[src/rtl/bitslice_alu_pkg.sv]
// Package: shared operation encoding for the bit-sliced ALU.
// Assumes: two-bit opcode; the encoding is visible on the top-level op port.
package bitslice_alu_pkg;

    typedef enum logic [1:0] {
        OP_AND = 2'b00,
        OP_OR  = 2'b01,
        OP_ADD = 2'b10,
        OP_SUB = 2'b11
    } alu_op_e;

endpackage

[src/rtl/alu_bit_slice.sv]
// Module: one bit of the ALU. Forms AND, OR and a full-adder sum of its
// operand bits and selects one of them. B can be inverted for subtraction.
// Assumes: the caller chains cout into the next slice's cin.
module alu_bit_slice
    import bitslice_alu_pkg::*;
(
    input  logic    a_i,
    input  logic    b_i,
    input  logic    cin_i,
    input  logic    binv_i,
    input  alu_op_e op_i,
    output logic    res_o,
    output logic    cout_o
);

    logic b_eff;
    logic sum_bit;

    // Optional B inversion used by subtraction
    assign b_eff = b_i ^ binv_i;

    // Full adder: parity for the sum, majority for the carry
    assign sum_bit = a_i ^ b_eff ^ cin_i;
    assign cout_o  = (a_i & b_eff) | (a_i & cin_i) | (b_eff & cin_i);

    // Output selection between the logical and arithmetic paths
    always_comb begin
        unique case (op_i)
            OP_AND:  res_o = a_i & b_i;
            OP_OR:   res_o = a_i | b_i;
            default: res_o = sum_bit;
        endcase
    end

endmodule

[src/rtl/alu_ovf_detect.sv]
// Module: derives the signed and unsigned overflow flags from the operands
// and the finished result. It does not look at the carry chain.
// Assumes: result is already truncated to WIDTH bits.
module alu_ovf_detect
    import bitslice_alu_pkg::*;
#(
    parameter int WIDTH = 32
) (
    input  logic [WIDTH-1:0] a_i,
    input  logic [WIDTH-1:0] b_i,
    input  logic [WIDTH-1:0] res_i,
    input  alu_op_e          op_i,
    output logic             ovf_s_o,
    output logic             ovf_u_o
);

    localparam int MSB = WIDTH - 1;

    logic sa, sb_eff, sr;

    // Sign bits; for SUB the second addend is ~b
    assign sa     = a_i[MSB];
    assign sb_eff = (op_i == OP_SUB) ? ~b_i[MSB] : b_i[MSB];
    assign sr     = res_i[MSB];

    // Flag computation per operation class
    always_comb begin
        ovf_s_o = 1'b0;
        ovf_u_o = 1'b0;
        case (op_i)
            OP_ADD: begin
                ovf_s_o = (sa == sb_eff) && (sr != sa);
                ovf_u_o = (res_i < a_i);
            end
            OP_SUB: begin
                ovf_s_o = (sa == sb_eff) && (sr != sa);
                ovf_u_o = (res_i > a_i);
            end
            default: ;
        endcase
    end

endmodule

[src/rtl/bitslice_alu.sv]
// Module: top of the ALU. Replicates WIDTH slices with a ripple carry
// chain and drives the invert and carry-in for SUB. Adds overflow detection.
// Assumes: purely combinational use; the caller registers the outputs.
module bitslice_alu
    import bitslice_alu_pkg::*;
#(
    parameter int WIDTH = 32
) (
    input  logic [WIDTH-1:0] a,
    input  logic [WIDTH-1:0] b,
    input  logic [1:0]       op,
    output logic [WIDTH-1:0] result,
    output logic             carry_out,
    output logic             ovf_signed,
    output logic             ovf_unsigned
);

    alu_op_e          op_e;
    logic             sub_mode;
    logic [WIDTH:0]   carry;

    // Opcode decode: only SUB inverts B and injects a carry of one
    assign op_e     = alu_op_e'(op);
    assign sub_mode = (op_e == OP_SUB);
    assign carry[0] = sub_mode;

    // Ripple chain of identical slices
    for (genvar i = 0; i < WIDTH; i++) begin : g_slice
        alu_bit_slice u_slice (
            .a_i    (a[i]),
            .b_i    (b[i]),
            .cin_i  (carry[i]),
            .binv_i (sub_mode),
            .op_i   (op_e),
            .res_o  (result[i]),
            .cout_o (carry[i+1])
        );
    end

    assign carry_out = carry[WIDTH];

    alu_ovf_detect #(.WIDTH(WIDTH)) u_ovf (
        .a_i     (a),
        .b_i     (b),
        .res_i   (result),
        .op_i    (op_e),
        .ovf_s_o (ovf_signed),
        .ovf_u_o (ovf_unsigned)
    );

endmodule

[config.mk]
export PLATFORM = sky130hd
export DESIGN_NAME = bitslice_alu
export DESIGN_NICKNAME = d
export VERILOG_FILES = /design/src/rtl/bitslice_alu_pkg.sv /design/src/rtl/alu_bit_slice.sv /design/src/rtl/alu_ovf_detect.sv /design/src/rtl/bitslice_alu.sv
export SDC_FILE = /design/constraint.sdc
export NUM_CORES = 1
export LEC_CHECK = 0
export ABC_CLOCK_PERIOD_IN_PS = 73700
export CORE_MARGIN = 8
export CORE_UTILIZATION = 51
export DETAILED_ROUTE_END_ITERATION = 10
export PLACE_DENSITY = 0.9
export SLEW_MARGIN = 20
export SYNTH_ARGS = -nofsm -noshare
export SYNTH_HDL_FRONTEND = slang
export SYNTH_SLANG_ARGS = --single-unit
[constraint.sdc]
create_clock -name vclk -period 73.7
set_input_delay 18.425 -clock vclk [all_inputs]
set_output_delay 18.425 -clock vclk [all_outputs]
set_load 0.05 [all_outputs]
==> flow_summary.json <==
{
  "syn_inst": 366,
  "io_buffers": 101,
  "setup_violations": 0,
  "synthAdderAreaFrac_pct": 39.0,
  "via_count": 2733,
  "crit_path_max_fanout": 65,
  "die_w_um": 89.3,
  "setup.worst_path.start": "op[1]",
  "drc": 0,
  "drv_slew": 0,
  "power.internal_uw": 18.7,
  "finalCritPeriodShare_pct": 72.6,
  "layout-drive-gt1-share_pct": 1.43,
  "power_switching_uw": 29.3,
  "synth_area_per_cell_um2": 7.49,
  "post_drt_wl_per_cell_um": 15.4,
  "max_freq_ghz": 0.0187,
  "p_clk_share_pct": 0,
  "antenna_found_initial": 0,
  "regArea_um2": 0,
  "diodes": 0,
  "grt_pass1_wl_mm": 12.6,
  "gp_congestion": 0.879,
  "p_comb_share_pct": 100.0,
  "seq_area_frac_synth_pct": 0,
  "synth_compound_area_share_pct": 20.8,
  "synth_simple_gate_area_share_pct": 14.1,
  "synthXorXnorAreaFrac_pct": 9.90,
  "whs_path_depth": 5,
  "status": "complete, no violations",
  "seq_cells": 0,
  "dp_hpwl_mm": 6.40,
  "area_growth_pct": 29.2,
  "period_needed_ns": 53.53,
  "vias_per_cell": 5.57,
  "grt.total_usage_pct": 19.2,
  "cp.arrival_ns": 35.11,
  "placed_cells": 491,
  "syn-num-nets": 498,
  "grt_pass1_vias": 2797,
  "critPathTopFamily": "adder cells",
  "grt_remaining_overflow": 0,
  "syn_area_mm2": 0.00274,
  "clock_buffers": 0,
  "initial_core_util_pct": 53.4,
  "worstSetupEndpointType": "primary output",
  "crit_slowest_cell": "clkdlybuf4s50_1",
  "cpMostUsedCell": "fa_1",
  "power_density_mw_per_mm2": 13.5,
  "path_buf_inv": 4,
  "hold_viol": 0,
  "final_antenna_net_count": 0,
  "worst-slew-pin-transition_ns": 0.950,
  "rsz0062_at_grt": "no",
  "power_uw": 47.9,
  "drtPass1Iterations": 4,
  "postCtsHoldBufs": 0,
  "ctsResizeCount": 0,
  "hold_path.class": "in -> out",
  "crit_path_start_kind": "input pin",
  "hold_end": "result[27]",
  "grt_max_degree": 66,
  "drt-initial-drc-count": 131,
  "rows": 26,
  "instances_no_fill": 491,
  "p_leak_uw": 0.00153,
  "drt_wl_total_mm": 7.57,
  "die_h_um": 89.3,
  "fillers": 457,
  "vdd_drop_max_mv": 0.00792,
  "tns_ns": 0,
  "ys_types": 28,
  "cap_violations": 0,
  "cts_setup_buffers": 0,
  "power_frac_seq_pct": 0,
  "multiInputGateArea_mm2": 0.00230,
  "swShare_pct": 61.0,
  "nets": 555,
  "cpPeakStageDelay_ns": 0.85,
  "synth_mux_area_share_pct": 0,
  "max_slew_margin_pct": 36.4,
  "crit_type": "in -> out",
  "synth_top_family_by_area": "adder cells",
  "yosysWarnings": 0,
  "coreArea_mm2": 0.00514,
  "hold_path_startpoint": "op[1]",
  "ioPinCount": 101,
  "crit_required_ns": 55.28,
  "design.die.area_mm2": 0.00798
}
-- metrics by stage --
stage	hold slack (ns)	util, %	instance area, um2	worst slack, ns
global placement	38.17	69.0	3540	20.48
floorplan	37.15	-	2740	21.86
detailed placement	38.17	69.0	3540	20.21
global route	38.24	69.0	3540	19.54
finish	38.17	69.0	3540	20.17
CTS	38.18	69.0	3540	20.20
-- power by group through the flow --
| stage | Clock (uW) | Sequential, uW | Combinational, uW |
|---|---|---|---|
| 4_1_cts | 0 | 0 | 48.1 |
| 5_1_grt | 0 | 0 | 52.6 |
| 3_5_place_dp | 0 | 0 | 47.8 |
| 3_3_place_gp | 0 | 0 | 46.5 |
| 6_report | 0 | 0 | 47.9 |
| 2_1_floorplan | 0 | 0 | 35.7 |
-- final cells by class --
| cell class | instances | share of cell area, % |
|---|---|---|
| multi-input combinational | 280 | 64.8 |
| timing repair buffer | 103 | 28.7 |
| inverter | 38 | 4.02 |
| tap | 70 | 2.47 |
-- cell usage in the layout, fill, tap and decap left out, types with 2 or more instances in the layout --
cell type,instances
o211ai_1,2
nor4_1,2
buf_2,2
a21o_1,3
a21oi_1,43
inv_1,38
o31ai_1,31
fa_1,31
nor3_1,2
clkdlybuf4s50_1,99
nor2_1,32
o21ai_0,6
buf_4,2
a221o_1,2
nand3_1,5
nand2_1,38
xnor2_1,31
ha_1,35
nand4_1,8
-- routing by layer --
layer | share of wire, % | global-route usage, % | wire (um)
met4 | 1.6 | 3.32 | 124
met3 | 7.6 | 2.67 | 574
met1 | 40 | 22.7 | 3010
met2 | 51 | 35.8 | 3860
met5 | 0 | 0 | 0
-- how the worst max path moves through the flow --
stage	endpoint	depth (start not counted)
4_1_cts	ovf_unsigned	44
6_report	ovf_unsigned	44
3_3_place_gp	ovf_unsigned	44
5_1_grt	ovf_unsigned	44
3_5_place_dp	ovf_unsigned	44
2_1_floorplan	ovf_unsigned	43
-- synth_stat cells (all sizes together) --
| master | count | area share (%) |
|---|---|---|
| or2b | 1 | 0.32 |
| a211oi | 1 | 0.27 |
| inv | 38 | 5.2 |
| o311ai | 1 | 0.32 |
| or4 | 1 | 0.27 |
| clkbuf | 10 | 1.4 |
| o31a | 1 | 0.32 |
| nand4 | 8 | 1.8 |
| nor3 | 2 | 0.36 |
| xnor2 | 31 | 9.9 |
| nor2b | 1 | 0.23 |
| maj3 | 1 | 0.36 |
| nor2 | 32 | 4.4 |
| a2111oi | 1 | 0.32 |
| ha | 35 | 16 |
| nor4 | 2 | 0.46 |
| buf | 38 | 9.7 |
| a21oi | 43 | 7.8 |
| fa | 31 | 23 |
| nand3 | 5 | 0.91 |
| a21o | 3 | 0.82 |
| o31ai | 31 | 8.5 |
| o21ai | 6 | 1.1 |
| nand2 | 39 | 5.3 |
| o211ai | 2 | 0.55 |
| a221o | 2 | 0.73 |
-- cell families (layout without fill, tap and decap cells) --
| logic type | count (synthesis) | in the layout |
|---|---|---|
| AOI/OAI and AO/OA | 91 | 91 |
| and+or+nand+nor | 91 | 91 |
| buffers and inverters | 86 | 141 |
| adders and majority gates | 67 | 67 |
| xor gates and xnor gates | 31 | 31 |
Power figures use the tool's default switching activity.
